==> src/rtl/cmt_pkg.sv <==
package cmt_pkg;
  localparam int unsigned DW   = 32;
  localparam int unsigned AW   = 4;
  localparam int unsigned STW  = 6;
  localparam int unsigned NCMP = 3;

  localparam logic [AW-1:0] RA_CTRL = 4'd0;
  localparam logic [AW-1:0] RA_PRE  = 4'd1;
  localparam logic [AW-1:0] RA_STS  = 4'd2;
  localparam logic [AW-1:0] RA_IEN  = 4'd3;
  localparam logic [AW-1:0] RA_CMP0 = 4'd4;
  localparam logic [AW-1:0] RA_CNT  = 4'd9;

  localparam int unsigned CB_EN   = 0;
  localparam int unsigned CB_EMOD = 1;
  localparam int unsigned CB_SRC  = 6;
  localparam int unsigned CB_FREE = 9;
  localparam int unsigned CB_SRST = 15;
  localparam int unsigned SB_ROLL = 5;

  localparam logic [DW-1:0] CTRL_WMASK  = 32'hFFFF_83EB;
  localparam logic [DW-1:0] CTRL_SRST_K = 32'hFFFF_FFC0;

  typedef enum logic [1:0] {SRC_NONE, SRC_MAIN, SRC_SLOW} src_e;

  function automatic src_e src_decode(logic [2:0] code);
    case (code)
      3'b001, 3'b010: return SRC_MAIN;
      3'b100:         return SRC_SLOW;
      default:        return SRC_NONE;
    endcase
  endfunction
endpackage

==> src/rtl/cmt_prescaler.sv <==
module cmt_prescaler #(
  parameter int unsigned PW = 12
) (
  input  logic          clk_i,
  input  logic          rst_ni,
  input  logic          run_i,
  input  logic          clr_i,
  input  logic          src_tick_i,
  input  logic [PW-1:0] div_i,
  output logic          tick_o
);
  logic [PW-1:0] pre_q;

  // >= so that lowering the divisor mid-period cannot strand the phase
  assign tick_o = run_i & src_tick_i & (pre_q >= div_i);

  always_ff @(posedge clk_i or negedge rst_ni) begin
    if (!rst_ni)                pre_q <= '0;
    else if (!run_i || clr_i)   pre_q <= '0;
    else if (src_tick_i)        pre_q <= tick_o ? '0 : pre_q + 1'b1;
  end

  AST_PRE_WRAP: assert property (@(posedge clk_i) disable iff (!rst_ni)
    tick_o |=> pre_q == '0) else $error("prescaler phase not reset");
endmodule

==> src/rtl/cmt_counter.sv <==
module cmt_counter #(
  parameter int unsigned W = 32,
  parameter int unsigned N = 3
) (
  input  logic                clk_i,
  input  logic                rst_ni,
  input  logic                clr_i,
  input  logic                tick_i,
  input  logic                restart_i,
  input  logic [N-1:0][W-1:0] cmp_i,
  output logic [W-1:0]        cnt_o,
  output logic [N-1:0]        match_o,
  output logic                wrap_o
);
  logic [W-1:0] cnt_q;
  logic         reload;

  for (genvar i = 0; i < N; i++) begin : g_cmp
    assign match_o[i] = tick_i & (cnt_q == cmp_i[i]);
  end

  assign wrap_o = tick_i & (&cnt_q);
  assign reload = restart_i & match_o[0];
  assign cnt_o  = cnt_q;

  always_ff @(posedge clk_i or negedge rst_ni) begin
    if (!rst_ni)      cnt_q <= '0;
    else if (clr_i)   cnt_q <= '0;
    else if (tick_i)  cnt_q <= reload ? '0 : cnt_q + 1'b1;
  end

  AST_CNT_HOLD: assert property (@(posedge clk_i) disable iff (!rst_ni)
    !tick_i && !clr_i |=> $stable(cnt_q)) else $error("count moved without tick");
  AST_RESTART_ZERO: assert property (@(posedge clk_i) disable iff (!rst_ni)
    tick_i && !clr_i && restart_i && (cnt_q == cmp_i[0]) |=> cnt_q == '0)
    else $error("restart missed");
  AST_CNT_STEP: assert property (@(posedge clk_i) disable iff (!rst_ni)
    tick_i && !clr_i && !reload |=> cnt_q == $past(cnt_q) + W'(1))
    else $error("bad step");
endmodule

==> src/rtl/cmt_timer.sv <==
module cmt_timer
  import cmt_pkg::*;
#(
  parameter int unsigned CNT_W = 32,
  parameter int unsigned PRE_W = 12
) (
  input  logic          clk_i,
  input  logic          rst_ni,
  input  logic          slow_tick_i,
  input  logic          sel_i,
  input  logic          we_i,
  input  logic [AW-1:0] addr_i,
  input  logic [DW-1:0] wdata_i,
  output logic [DW-1:0] rdata_o,
  output logic          irq_o
);
  logic [DW-1:0]               ctrl_q;
  logic [PRE_W-1:0]            pre_q;
  logic [STW-1:0]              sts_q, ien_q, sts_set, sts_clr;
  logic [NCMP-1:0][CNT_W-1:0]  cmp_q;
  logic [CNT_W-1:0]            cnt;
  logic [NCMP-1:0]             match;
  logic                        wrap, src_tick, ptick;
  logic                        wr, wr_ctrl, srst_now, en_restart, cmp0_restart, cnt_clr;

  assign wr           = sel_i & we_i;
  assign wr_ctrl      = wr && (addr_i == RA_CTRL);
  assign srst_now     = wr_ctrl && wdata_i[CB_SRST];
  assign en_restart   = wr_ctrl && !srst_now && wdata_i[CB_EN] && !ctrl_q[CB_EN] && wdata_i[CB_EMOD];
  assign cmp0_restart = wr && (addr_i == RA_CMP0) && !ctrl_q[CB_FREE];
  assign cnt_clr      = srst_now | en_restart | cmp0_restart;

  always_ff @(posedge clk_i or negedge rst_ni) begin
    if (!rst_ni)              ctrl_q <= '0;
    else if (wr_ctrl)         ctrl_q <= srst_now ? (wdata_i & CTRL_WMASK & CTRL_SRST_K)
                                                 : (wdata_i & CTRL_WMASK);
    else if (ctrl_q[CB_SRST]) ctrl_q[CB_SRST] <= 1'b0;
  end

  always_ff @(posedge clk_i or negedge rst_ni) begin
    if (!rst_ni) begin
      pre_q <= '0;
      ien_q <= '0;
    end else if (srst_now) begin
      pre_q <= '0;
      ien_q <= '0;
    end else if (wr) begin
      if (addr_i == RA_PRE) pre_q <= wdata_i[PRE_W-1:0];
      if (addr_i == RA_IEN) ien_q <= wdata_i[STW-1:0];
    end
  end

  for (genvar i = 0; i < NCMP; i++) begin : g_cmp_reg
    always_ff @(posedge clk_i or negedge rst_ni) begin
      if (!rst_ni)                                     cmp_q[i] <= '1;
      else if (srst_now)                               cmp_q[i] <= '1;
      else if (wr && (addr_i == RA_CMP0 + AW'(i)))     cmp_q[i] <= wdata_i[CNT_W-1:0];
    end
  end

  always_comb begin
    sts_set = '0;
    sts_set[NCMP-1:0] = match;
    sts_set[SB_ROLL]  = wrap;
    sts_clr = (wr && (addr_i == RA_STS)) ? wdata_i[STW-1:0] : '0;
  end

  // a flag raised in the same cycle as its clear wins
  always_ff @(posedge clk_i or negedge rst_ni) begin
    if (!rst_ni)       sts_q <= '0;
    else if (srst_now) sts_q <= '0;
    else               sts_q <= (sts_q & ~sts_clr) | sts_set;
  end

  always_comb begin
    unique case (src_decode(ctrl_q[CB_SRC +: 3]))
      SRC_MAIN: src_tick = 1'b1;
      SRC_SLOW: src_tick = slow_tick_i;
      default:  src_tick = 1'b0;
    endcase
  end

  cmt_prescaler #(.PW(PRE_W)) u_pre (
    .clk_i, .rst_ni,
    .run_i      (ctrl_q[CB_EN]),
    .clr_i      (cnt_clr),
    .src_tick_i (src_tick),
    .div_i      (pre_q),
    .tick_o     (ptick)
  );

  cmt_counter #(.W(CNT_W), .N(NCMP)) u_cnt (
    .clk_i, .rst_ni,
    .clr_i     (cnt_clr),
    .tick_i    (ptick),
    .restart_i (!ctrl_q[CB_FREE]),
    .cmp_i     (cmp_q),
    .cnt_o     (cnt),
    .match_o   (match),
    .wrap_o    (wrap)
  );

  always_comb begin
    rdata_o = '0;
    if (sel_i) begin
      case (addr_i)
        RA_CTRL:      rdata_o = ctrl_q;
        RA_PRE:       rdata_o[PRE_W-1:0] = pre_q;
        RA_STS:       rdata_o[STW-1:0] = sts_q;
        RA_IEN:       rdata_o[STW-1:0] = ien_q;
        4'd4:         rdata_o[CNT_W-1:0] = cmp_q[0];
        4'd5:         rdata_o[CNT_W-1:0] = cmp_q[1];
        4'd6:         rdata_o[CNT_W-1:0] = cmp_q[2];
        RA_CNT:       rdata_o[CNT_W-1:0] = cnt;
        default:      rdata_o = '0;
      endcase
    end
  end

  assign irq_o = ctrl_q[CB_EN] & |(sts_q & ien_q);

  AST_SRST_SELFCLR: assert property (@(posedge clk_i) disable iff (!rst_ni)
    ctrl_q[CB_SRST] && !wr_ctrl |=> !ctrl_q[CB_SRST]) else $error("soft reset stuck");
  AST_SRST_STATE: assert property (@(posedge clk_i) disable iff (!rst_ni)
    ctrl_q[CB_SRST] |-> (sts_q == '0) && (ien_q == '0) && (pre_q == '0) && (cnt == '0)
                        && !ctrl_q[CB_EN] && (&cmp_q)) else $error("soft reset state");
  AST_ROLL_SET: assert property (@(posedge clk_i) disable iff (!rst_ni)
    wrap && !srst_now |=> sts_q[SB_ROLL]) else $error("rollover flag missed");
  AST_IRQ_QUIET: assert property (@(posedge clk_i) disable iff (!rst_ni)
    (sts_q == '0) |-> !irq_o) else $error("irq without flag");
endmodule

==> config.mk <==
export PLATFORM = sky130hd
export DESIGN_NAME = cmt_timer
export DESIGN_NICKNAME = d
export VERILOG_FILES = /design/src/rtl/cmt_pkg.sv /design/src/rtl/cmt_prescaler.sv /design/src/rtl/cmt_counter.sv /design/src/rtl/cmt_timer.sv
export SDC_FILE = /design/constraint.sdc
export NUM_CORES = 1
export LEC_CHECK = 0
export ABC_AREA = 1
export BUFFER_PORTS_ARGS = -buffer_cell sky130_fd_sc_hd__buf_2
export CAP_MARGIN = 20
export CORE_AREA = 4 4 164 166
export DETAILED_ROUTE_END_ITERATION = 10
export DIE_AREA = 0 0 168 170
export PLACE_DENSITY = 0.63
export SLEW_MARGIN = 20
export SYNTH_ARGS = -nofsm -noshare
export SYNTH_HDL_FRONTEND = slang
export SYNTH_HIERARCHICAL = 1
export SYNTH_SLANG_ARGS = --single-unit
export TNS_END_PERCENT = 50
==> constraint.sdc <==
create_clock -name clk_i -period 7.1 [get_ports clk_i]
set_clock_uncertainty 0.15 [all_clocks]
set_input_delay 0.355 -clock clk_i [delete_from_list [all_inputs] [get_ports clk_i]]
set_output_delay 0.355 -clock clk_i [all_outputs]
set_load 0.03 [all_outputs]
==> metrics.md, run 1 <==
| Metric | Value |
|---|---|
| Vias in the first global route | `between 10000 and 15000` |
| Vias per cell | `5.58` |
| Pre-Repair DR Iteration Count | `7` |
| Power share of the combinational group | `0.211` |
| Die width | `between 150 and 200 um` |
| Post-DP HPWL | `approximately 31 mm` |
| RSZ-0062 raised after global routing | `no` |
| Final Hold Fails | `0` |
| Core region area | `around 0.026 mm^2` |
| Top cell type's share of synthesized area | `0.204` |
| Clk buf depth | `2` |
| Dominant synthesized flop cell | `dfstp_2` |
| Peak supply drop | `~0.00015 V` |
| Post-route insts no fill | `between 2000 and 2500` |
| CP top delay family | `simple AND/OR/NAND/NOR gates` |
| Gp weighted congestion | `roughly 1.0` |
| Row count | `59` |
| Area contributors post-synth | `dfstp_2 20%, dfrtp_1 19%, nand2_1 13%` |
| Relative slew slack | `0.343` |
| CP cell instances | `nor2_1 -> inv_1 -> nor2_1 -> ha_1 -> nor2_1 -> nand2_1 -> inv_1 -> nand2_2 -> inv_1 -> inv_1 -> a21oi_1 -> nand3_1 -> nor2_1 -> nand2_1 -> nor2_2 -> nand3_2 -> nand2_4 -> o21ai_0` |
| Cell Area, Synth | `around 0.012 mm^2` |
| F_max | `0.291 GHz` |
| Distinct cells, synth | `45` |
| Pwr Density | `between 200 and 300 mW/mm^2` |
| R2R Path Start | `ctrl_q[7]$_DFFE_PN0N_` |
| Util after Layout | `0.529` |
| Total power draw | `roughly 3.4 mW` |
| Placed cell count | `around 2100` |
| Outcome | `finished clean` |
| Hold path depth | `3` |
| Die area | `0.0286 mm^2` |
| Crit path time final | `3.44 ns` |
| EDFF count, synth | `0` |
| GRT overflow | `0` |
| PortBufs | `between 70 and 80` |
| P_int | `between 2 and 2.5 mW` |
| Post-synthesis register bit count | `around 190` |
| Clk slew on worst S/H paths | `approximately 0.090 ns` |
| YS warnings | `6` |
| Min-delay worst type | `in2reg` |
| Switch Pwr | `around 1.2 mW` |
| Post-CTS setup buffers | `0` |
| Setup TNS | `0 ns` |
| Drt total wl | `~43 mm` |
| Critical path required time | `approximately 7.3 ns` |
| Worst reg-to-reg path cell count | `18` |
| Hold_sp | `wdata_i[22]` |
| WHS | `between 0.015 and 0.02 ns` |
| Post-detailed-route DRC marker count | `0` |
| Routed WL per cell | `approximately 20 um` |
| Register area share after synthesis | `0.393` |
| Layout area overhead | `9.60%` |
| Switching Fraction | `0.365` |
| Via count | `about 12000` |
| Asr flop ratio synth | `1.00` |
| Register share of total power | `0.489` |
| Clock Sink Count | `189` |
| Initial core utilization | `0.482` |
| Mean post-synth cell area | `approximately 7 um^2` |
| Critical Path AT | `3.59 ns` |
| Worst setup EP type | `flop` |
| Slew of the pin with the lowest slew margin | `about 0.98 ns` |
| Max FO, Critical Path | `31` |
| Final setup vio count | `0` |
| Hold Crit Endpoint | `ctrl_q[22]$_DFFE_PN0N_` |
| First-pass GRT wire length | `~67 mm` |
| Number of buffers created by CTS | `17` |
| Diode count | `0` |
| Largest net degree at the start of global routing | `between 100 and 150` |
| Clock power share | `0.300` |
| Die Y | `approximately 170 um` |
| CTS tree | `yes` |
| Worst Path Buf+Inv | `4` |
| Most frequent cell after synthesis | `nand2_1` |
| Cell leakage power | `roughly 6.4 nW` |
| Reg2reg end | `u_cnt/cnt_o[12]$_DFFE_PN0P_` |
| Share of cells above drive strength 1 | `0.175` |
| Layout Nets | `1881` |
| Routed Antenna Nets | `0` |
| Ports | `74` |
| Root Buffer | `clkbuf_16` |
| R2r setup slk | `3.66 ns` |
| Synth cell count leaders | `425 x nand2_1, 386 x nor2_1, 180 x nand3_1, 160 x inv_1, 96 x dfstp_2` |
| DR iter-0 viols | `about 1400` |
| Slowest-stage cell, CP | `nand2_4` |
| Initial antenna violation count | `0` |
| Synth area leader | `dfstp_2` |
| Worst setup path category | `reg2reg` |
| Gr usage total | `0.304` |
| Final worst-path cycle share | `0.484` |
| Final Slew Violations | `0` |
| Max incr delay on CP | `between 0.4 and 0.5 ns` |
| Clk_lat worst skew | `roughly 0.45 ns` |
| H-Tree Level Count | `4` |
| Mapped Cells | `1792` |
| Post-Syn Nets | `between 1500 and 2000` |
| Max-cap viol count | `0` |
| Nature of the critical path startpoint | `flop` |
==> area by class of cell <==
| type | count | area, um^2 |
|---|---|---|
| fill | 2606 | 12100 |
| multi-input combinational | 1342 | 6430 |
| sequential | 189 | 4850 |
| inverter | 179 | 672 |
| timing repair buffer | 95 | 549 |
| clock buffer | 18 | 429 |
| tap | 335 | 419 |
| clock inverter | 14 | 195 |
==> worst register-to-register path, stage by stage (launching register included) <==
cell	delay, ns
dfrtp_1	0.42
nor2_1	0.12
inv_1	0.06
nor2_1	0.12
ha_1	0.25
nor2_1	0.42
nand2_1	0.10
inv_1	0.08
nand2_2	0.09
inv_1	0.17
inv_1	0.12
a21oi_1	0.13
nand3_1	0.08
nor2_1	0.11
nand2_1	0.06
nor2_2	0.11
nand3_2	0.10
nand2_4	0.43
o21ai_0	0.17
==> state kept, by name, summed over array words and instances, names as in the netlist <==
register,count
u_cnt/cnt_o,32
ien_q,6
u_pre/pre_q,12
sts_q,6
ctrl_q,25
pre_q,12
cmp_q,96
==> routing by layer <==
layer	part of all wire	GRT usage	wire length, um
met5	0	0	0
met2	0.44	0.456	19000
met4	0.020	0.0737	879
met1	0.45	0.452	19500
met3	0.095	0.0646	4130
==> placed cells by master (no fill, tap or decap), drive strengths merged, types with 16 or more instances in the layout <==
cell type / synthesis / routed
nand2: 438 / 438
nor2: 402 / 402
inv: 179 / 185
nand3: 184 / 184
o21ai: 133 / 133
dfstp: 96 / 96
dfrtp: 93 / 93
buf: 52 / 90
xor2: 36 / 36
a21oi: 26 / 26
nand4: 20 / 20
nor3: 20 / 20
clkbuf: 30 / 19
ha: 16 / 16
==> logic make-up after synthesis <==
logic type | synth area share
adder cells (fa/ha/maj) | 0.0162
XOR/XNOR | 0.0347
flip-flops | 0.393
buffers and inverters | 0.0887
AO/OA/AOI/OAI | 0.0913
AND/OR/NAND/NOR | 0.377
==> per-stage QoR <==
stage / setup slack, ns / instance area (um^2)
2_1_floorplan: 4.37 / 12400
3_3_place_gp: 3.75 / 12900
3_5_place_dp: 3.68 / 12900
4_1_cts: 3.67 / 13500
5_1_grt: 3.32 / 13500
6_report: 3.66 / 13500
==> power by group through the flow <==
| stage | Clock [mW] | Sequential, mW | Combinational, mW |
|---|---|---|---|
| global placement | 0 | 1.68 | 0.695 |
| CTS | 1.04 | 1.66 | 0.712 |
| detailed placement | 0 | 1.68 | 0.706 |
| floorplan | 0 | 1.55 | 0.517 |
| finish | 1.03 | 1.67 | 0.721 |
| global route | 1.09 | 1.70 | 0.813 |
==> worst max-delay path by stage <==
stage	from	to	depth (start not counted)	slack, ns
floorplan	ctrl_q[7]$_DFFE_PN0N_	u_cnt/cnt_o[0]$_DFFE_PN0P_	19	4.37
detailed placement	addr_i[2]	u_cnt/cnt_o[12]$_DFFE_PN0P_	12	3.68
global placement	addr_i[2]	u_cnt/cnt_o[12]$_DFFE_PN0P_	12	3.75
CTS	ctrl_q[7]$_DFFE_PN0N_	u_cnt/cnt_o[12]$_DFFE_PN0P_	18	3.67
global route	ctrl_q[7]$_DFFE_PN0N_	u_cnt/cnt_o[12]$_DFFE_PN0P_	18	3.32
finish	ctrl_q[7]$_DFFE_PN0N_	u_cnt/cnt_o[12]$_DFFE_PN0P_	18	3.66
==> repair_timing <==
item / CTS / global route
gates resized for setup: 0 / 0
hold buffers: 4 / 0
endpoints found under the hold margin: 46 / 0
(Power assumes the default switching activity.)
==> run 2: changes to the inputs <==
- PLACE_DENSITY: 0.63 -> 0.65
- clock period: 7.1 -> 2.94 ns (I/O delays scaled with it)
==> metrics.md, run 2 (synthesized netlist as in run 1, its figures left out) <==
| Metric | Value |
|---|---|
| Die area | `0.0286 mm^2 (unchanged)` |
| Vias per cell | `5.56 (was 5.58)` |
| Max FO, Critical Path | `9 (was 31)` |
| Die width | `168 um (unchanged)` |
| Clk slew on worst S/H paths | `0.09 ns (about the same)` |
| Area of the multi-input gates | `0.00645 mm^2 (was 0.00643 mm^2)` |
| Drt total wl | `45.8 mm (was 43.5 mm)` |
| Die Y | `170 um (unchanged)` |
| Diode count | `0 (unchanged)` |
| Max-cap viol count | `0 (unchanged)` |
| Reg area | `0.00485 mm^2 (about the same)` |
| Outcome | `finished clean (unchanged)` |
| Biggest register | `cmp_q (unchanged)` |
| Final Slew Violations | `0 (unchanged)` |
| Post-detailed-route DRC marker count | `0 (unchanged)` |
| Crit path time final | `2.78 ns (was 3.44 ns)` |
| Nature of the critical path startpoint | `flop (unchanged)` |
| Routed WL per cell | `20.5 um (was 20.0 um)` |
| Worst setup EP type | `flop (unchanged)` |
| Total power draw | `8.32 mW (was 3.42 mW)` |
| Slew of the pin with the lowest slew margin | `0.799 ns (was 0.985 ns)` |
| Cell leakage power | `6.73 nW (was 6.41 nW)` |
| Post-DP HPWL | `34.0 mm (was 31.4 mm)` |
| Layout area overhead | `14.6% (was 9.60%)` |
| Final setup vio count | `0 (unchanged)` |
| Clk_lat worst skew | `0.46 ns (was 0.45 ns)` |
| H-Tree Level Count | `4 (unchanged)` |
| F_max | `0.360 GHz (was 0.291 GHz)` |
| Initial core utilization | `0.482 (unchanged)` |
| Initial antenna violation count | `0 (unchanged)` |
| CTS tree | `yes (unchanged)` |
| Most frequent cells in the layout | `425 x nand2_1, 381 x nor2_1, 180 x nand3_1, 158 x inv_1, 96 x dfstp_2 (was 425 x nand2_1, 383 x nor2_1, 180 x nand3_1, 160 x inv_1, 96 x dfstp_2)` |
| Vias in the first global route | `11800 (was 11300)` |
| Pwr Density | `588 mW/mm^2 (was 253 mW/mm^2)` |
| Min-delay worst type | `in2reg (unchanged)` |
| Core region area | `0.0256 mm^2 (unchanged)` |
| DR iter-0 viols | `1475 (was 1446)` |
| Most common cell after layout, fill and taps aside | `nand2_1 (unchanged)` |
| Row count | `59 (unchanged)` |
| Ports | `74 (unchanged)` |
| Relative slew slack | `0.468 (was 0.343)` |
| Routed Antenna Nets | `0 (unchanged)` |
| Peak supply drop | `0.000435 V (was 0.000147 V)` |
| Final Hold Fails | `0 (unchanged)` |
| Finished Cell Area | `0.0142 mm^2 (was 0.0135 mm^2)` |
| PortBufs | `73 (unchanged)` |
| First-pass GRT wire length | `69.8 mm (was 67.3 mm)` |
| Layout Nets | `1938 (was 1881)` |
| GRT overflow | `0 (unchanged)` |
| Pre-Repair DR Iteration Count | `8 (was 7)` |
| Worst setup path category | `reg2reg (unchanged)` |
| Via count | `12400 (was 12100)` |
| Gp weighted congestion | `1.02 (was 1.00)` |
| Root Buffer | `clkbuf_16 (unchanged)` |
| Clk buf depth | `2 (unchanged)` |
| Share of cells above drive strength 1 | `0.188 (was 0.175)` |
| Max reg flops | `96 (unchanged)` |
| Fill cell count | `2536 (was 2606)` |
| Gr usage total | `0.319 (was 0.304)` |
| Critical Path AT | `2.96 ns (was 3.59 ns)` |
| Final worst-path cycle share | `0.945 (was 0.484)` |
| Clock Sink Count | `189 (unchanged)` |
| Largest net degree at the start of global routing | `70 (was 118)` |
| Placed cell areas | `0.0131 mm^2 (was 0.0129 mm^2)` |
| Number of buffers created by CTS | `17 (unchanged)` |
| Critical path required time | `3.12 ns (was 7.25 ns)` |
| WHS | `0.0272 ns (was 0.0162 ns)` |
==> run 2: layout make-up <==
type                    count  share of cell area
flip-flops and latches    189               0.343
repair buffers            152              0.0819
multi-input cells        1342               0.456
well taps                 335              0.0296
clock inverters            13             0.00972
clock buffers              19              0.0328
inverters                 179              0.0476
==> run 2: worst max-delay path, cell delays in order, from the launching register on <==
cell and delay (ns):
dfrtp_2 0.44, ha_1 0.29, nand2_1 0.07, nor2_2 0.13, nand2_1 0.08, nor2_1 0.08, nand2_1 0.05, nand2_1 0.09
nand2_4 0.08, inv_4 0.09, inv_2 0.07, a21oi_1 0.13, nand3_1 0.09, nor2_1 0.10, nand2_1 0.06, nor2_2 0.12
nand3_2 0.11, nand2_4 0.18, clkbuf_16 0.19, o21ai_2 0.05
==> run 2: final timing paths <==
check / startpoint / to / slack, ns / cells past startpoint
setup / recovery: u_pre/pre_q[8]$_DFFE_PN0P_ / u_cnt/cnt_o[18]$_DFFE_PN0P_ / 0.16 / 19
hold / removal: addr_i[3] / ctrl_q[0]$_DFFE_PN0N_ / 0.03 / 6
setup reg to reg: u_pre/pre_q[8]$_DFFE_PN0P_ / u_cnt/cnt_o[18]$_DFFE_PN0P_ / 0.16 / 19
hold reg to reg: ctrl_q[5]$_DFFE_PN0N_ / ctrl_q[5]$_DFFE_PN0N_ / 0.34 / 2
max in group asynchronous: rst_ni / cmp_q[85]$_DFFE_PN1P_ / 1.68 / 3
min in group asynchronous: rst_ni / u_pre/pre_q[2]$_DFFE_PN0P_ / 0.11 / 2
==> run 2: where the power goes <==
group / total [mW] / switching [mW] / leakage, nW / internal, mW
Clock: 2.42 / 1.21 / 0.293 / 1.21
Sequential: 4.03 / 0.650 / 2.26 / 3.38
Combinational: 1.87 / 1.17 / 4.17 / 0.691
==> run 2: routing by layer <==
metal | GRT usage | wire length [um] | share of wire
met4 | 0.0829 | 882 | 0.019
met5 | 0 | 0 | 0
met1 | 0.457 | 20100 | 0.44
met3 | 0.0834 | 4640 | 0.10
met2 | 0.483 | 20200 | 0.44
==> run 2: timing repair <==
item	CTS	global route
gates cloned	0	2
gates resized for setup	1	7
pin swaps	0	3
endpoints found under the hold margin	192	0
hold buffers	33	0
endpoints found under the setup margin	20	31
buffers inserted	0	8
==> run 2: per-stage QoR <==
stage | setup TNS [ns] | util | instances | setup slack (ns)
after CTS | 0 | 0.547 | 2219 | 0.0626
after detailed placement | 0 | 0.511 | 2154 | 0.00428
after floorplan | 0 | - | 1792 | 0.212
final | 0 | 0.553 | 2229 | 0.162
after global routing | -0.0696 | 0.553 | 2229 | -0.0169
after global placement | 0 | 0.511 | 2154 | 0.141
==> run 3: changes to the inputs <==
- CORE_AREA: 4 4 164 166 -> 4 4 118 232
- DIE_AREA: 0 0 168 170 -> 0 0 122 236
==> metrics.md, run 3 (synthesized netlist as in run 1, its figures left out) <==
| Metric | Value |
|---|---|
| Outcome | `finished clean (unchanged)` |
| Biggest register | `cmp_q (unchanged)` |
| Max-cap viol count | `0 (unchanged)` |
| Max reg flops | `96 (unchanged)` |
| Nature of the critical path startpoint | `flop (unchanged)` |
| Layout Nets | `1947 (was 1938)` |
| Worst setup path category | `reg2reg (unchanged)` |
| CP dominant cell by count | `nand2_1 (unchanged)` |
| Pwr Density | `589 mW/mm^2 (was 588 mW/mm^2)` |
| Critical path required time | `3.13 ns (was 3.12 ns)` |
| GRT overflow | `0 (unchanged)` |
| Worst reg-to-reg path cell count | `19 (unchanged)` |
| Gr usage total | `0.371 (was 0.319)` |
| Switching Fraction | `0.361 (was 0.365)` |
| Core region area | `0.0257 mm^2 (was 0.0256 mm^2)` |
| Vias in the first global route | `12800 (was 11800)` |
| Most common cell after layout, fill and taps aside | `nand2_1 (unchanged)` |
| Worst Setup EP | `u_cnt/cnt_o[4]$_DFFE_PN0P_ (was u_cnt/cnt_o[18]$_DFFE_PN0P_)` |
| First-pass GRT wire length | `78.2 mm (was 69.8 mm)` |
| Die Y | `236 um (was 170 um)` |
| CP cell instances | `ha_1 -> nand2_1 -> nor2_2 -> nand2_1 -> nor2_1 -> nand2_1 -> nand2_2 -> nand2_4 -> inv_2 -> inv_1 -> a21oi_1 -> nand3_1 -> nor2_1 -> nand2_1 -> nor2_2 -> nand3_2 -> nand2_4 -> clkbuf_16 -> o21ai_2 (was ha_1 -> nand2_1 -> nor2_2 -> nand2_1 -> nor2_1 -> nand2_1 -> nand2_1 -> nand2_4 -> inv_4 -> inv_2 -> a21oi_1 -> nand3_1 -> nor2_1 -> nand2_1 -> nor2_2 -> nand3_2 -> nand2_4 -> clkbuf_16 -> o21ai_2)` |
| P_int | `5.33 mW (was 5.28 mW)` |
| Relative slew slack | `0.470 (was 0.468)` |
| Diode count | `0 (unchanged)` |
| F_max | `0.364 GHz (was 0.360 GHz)` |
| Most frequent cells in the layout | `423 x nand2_1, 380 x nor2_1, 179 x nand3_1, 159 x inv_1, 96 x dfstp_2 (was 425 x nand2_1, 381 x nor2_1, 180 x nand3_1, 158 x inv_1, 96 x dfstp_2)` |
| Clk buf depth | `2 (unchanged)` |
| Critical Path AT | `2.94 ns (was 2.96 ns)` |
| Share of cells above drive strength 1 | `0.191 (was 0.188)` |
| Post-route insts no fill | `2243 (was 2229)` |
| Layout area overhead | `14.7% (was 14.6%)` |
| Die width | `122 um (was 168 um)` |
| Crit path time final | `2.75 ns (was 2.78 ns)` |
| Clk slew on worst S/H paths | `0.07 ns (was 0.09 ns)` |
| Gp weighted congestion | `1.02 (about the same)` |
| Switch Pwr | `3.02 mW (was 3.04 mW)` |
| Final setup vio count | `0 (unchanged)` |
| Register share of total power | `0.492 (was 0.484)` |
| Final worst-path cycle share | `0.934 (was 0.945)` |
| Via count | `12500 (was 12400)` |
| Slowest-stage cell, CP | `dfrtp_1 (was dfrtp_2)` |
| R2r setup slk | `0.19 ns (was 0.16 ns)` |
| Row count | `83 (was 59)` |
| Clock power share | `0.280 (was 0.291)` |
| PortBufs | `73 (unchanged)` |
| Power share of the combinational group | `0.228 (was 0.224)` |
| Worst setup EP type | `flop (unchanged)` |
| Max incr delay on CP | `0.43 ns (was 0.44 ns)` |
| Reg2reg end | `u_cnt/cnt_o[4]$_DFFE_PN0P_ (was u_cnt/cnt_o[18]$_DFFE_PN0P_)` |
| Pre-Repair DR Iteration Count | `9 (was 8)` |
| CTS tree | `yes (unchanged)` |
| Die area | `0.0288 mm^2 (was 0.0286 mm^2)` |
| Initial antenna violation count | `0 (unchanged)` |
| Min-delay worst type | `in2reg (unchanged)` |
| Routed WL per cell | `23.3 um (was 20.5 um)` |
| Root Buffer | `clkbuf_16 (unchanged)` |
| Final Slew Violations | `0 (unchanged)` |
| Ports | `74 (unchanged)` |
| Largest net degree at the start of global routing | `70 (unchanged)` |
| Clk_lat worst skew | `0.46 ns (about the same)` |
| Initial core utilization | `0.482 (about the same)` |
| Total power draw | `8.35 mW (was 8.32 mW)` |
| Slew of the pin with the lowest slew margin | `0.788 ns (was 0.799 ns)` |
| Post-detailed-route DRC marker count | `0 (unchanged)` |
| Peak supply drop | `0.000605 V (was 0.000435 V)` |
| Post-DP HPWL | `40.3 mm (was 34.0 mm)` |
| DR iter-0 viols | `989 (was 1475)` |
| Number of buffers created by CTS | `17 (unchanged)` |
| Vias per cell | `5.58 (was 5.56)` |
| R2R Path Start | `u_pre/pre_q[8]$_DFFE_PN0P_ (unchanged)` |
| Setup TNS | `0 ns (unchanged)` |
| Clock Sink Count | `189 (unchanged)` |
| CP startpoint | `u_pre/pre_q[8]$_DFFE_PN0P_ (unchanged)` |
| Max FO, Critical Path | `12 (was 9)` |
| Routed Antenna Nets | `0 (unchanged)` |
| Drt total wl | `52.2 mm (was 45.8 mm)` |
| H-Tree Level Count | `4 (unchanged)` |
| Final Hold Fails | `0 (unchanged)` |
| Placed cell count | `2173 (was 2154)` |
| WHS | `0.0488 ns (was 0.0272 ns)` |
| Cell leakage power | `6.75 nW (was 6.73 nW)` |
run 3: worst min path at each step:
stage / start / to / cells after the start
floorplan: rst_ni / ctrl_q[0]$_DFFE_PN0N_ / 0
global placement: rst_ni / u_pre/pre_q[11]$_DFFE_PN0P_ / 1
detailed placement: rst_ni / u_pre/pre_q[11]$_DFFE_PN0P_ / 1
CTS: addr_i[2] / ctrl_q[0]$_DFFE_PN0N_ / 6
global route: addr_i[2] / ctrl_q[15]$_DFF_PN0_ / 5
finish: addr_i[2] / ctrl_q[0]$_DFFE_PN0N_ / 6
run 3: worst max-delay path, delay by kind of cell (launching register included):
kind                     cells  cell delay, ns
AO/OA/AOI/OAI                2            0.18
buffers and inverters        3            0.35
adder cells (fa/ha/maj)      1            0.29
flip-flops                   1            0.43
AND/OR/NAND/NOR             13            1.21
run 3: layout make-up:
class                           instances  area [um^2]
Clock buffer                           21          472
Multi-Input combinational cell       1342         6450
Clock inverter                         11          106
Inverter                              179          672
Fill cell                            2597        11500
Timing Repair Buffer                  161         1190
Sequential cell                       189         4850
Tap cell                              340          425
run 3: power groups by stage:
stage / clock network [mW] / logic [mW] / registers [mW]
after floorplan: 0 / 1.25 / 3.75
after global placement: 0 / 1.79 / 4.11
after detailed placement: 0 / 1.81 / 4.13
after CTS: 2.38 / 1.85 / 4.09
after global routing: 2.47 / 2.12 / 4.15
final: 2.34 / 1.90 / 4.11
run 3: per-stage QoR:
| step | setup slack (ns) | util | cell area (um^2) |
|---|---|---|---|
| 2_1_floorplan | 0.212 | - | 12400 |
| 3_3_place_gp | 0.112 | 0.514 | 13200 |
| 3_5_place_dp | 0.0740 | 0.514 | 13200 |
| 4_1_cts | 0.0577 | 0.549 | 14100 |
| 5_1_grt | -0.0224 | 0.552 | 14200 |
| 6_report | 0.193 | 0.552 | 14200 |
run 3: repair_timing:
action,4_1_cts,5_1_grt
gates resized for setup,0,9
hold buffers,33,0
buffers inserted,0,4
hold endpoints to repair,209,0
endpoints found under the setup margin,0,34
run 3: routing by layer:
metal / track usage / up-vias / wire length (um)
met5: 0 / - / 0
met4: 0.331 / 0 / 5950
met3: 0.0573 / 254 / 2380
met2: 0.671 / 550 / 27500
met1: 0.347 / 5840 / 16300
li1: - / 5875 / -
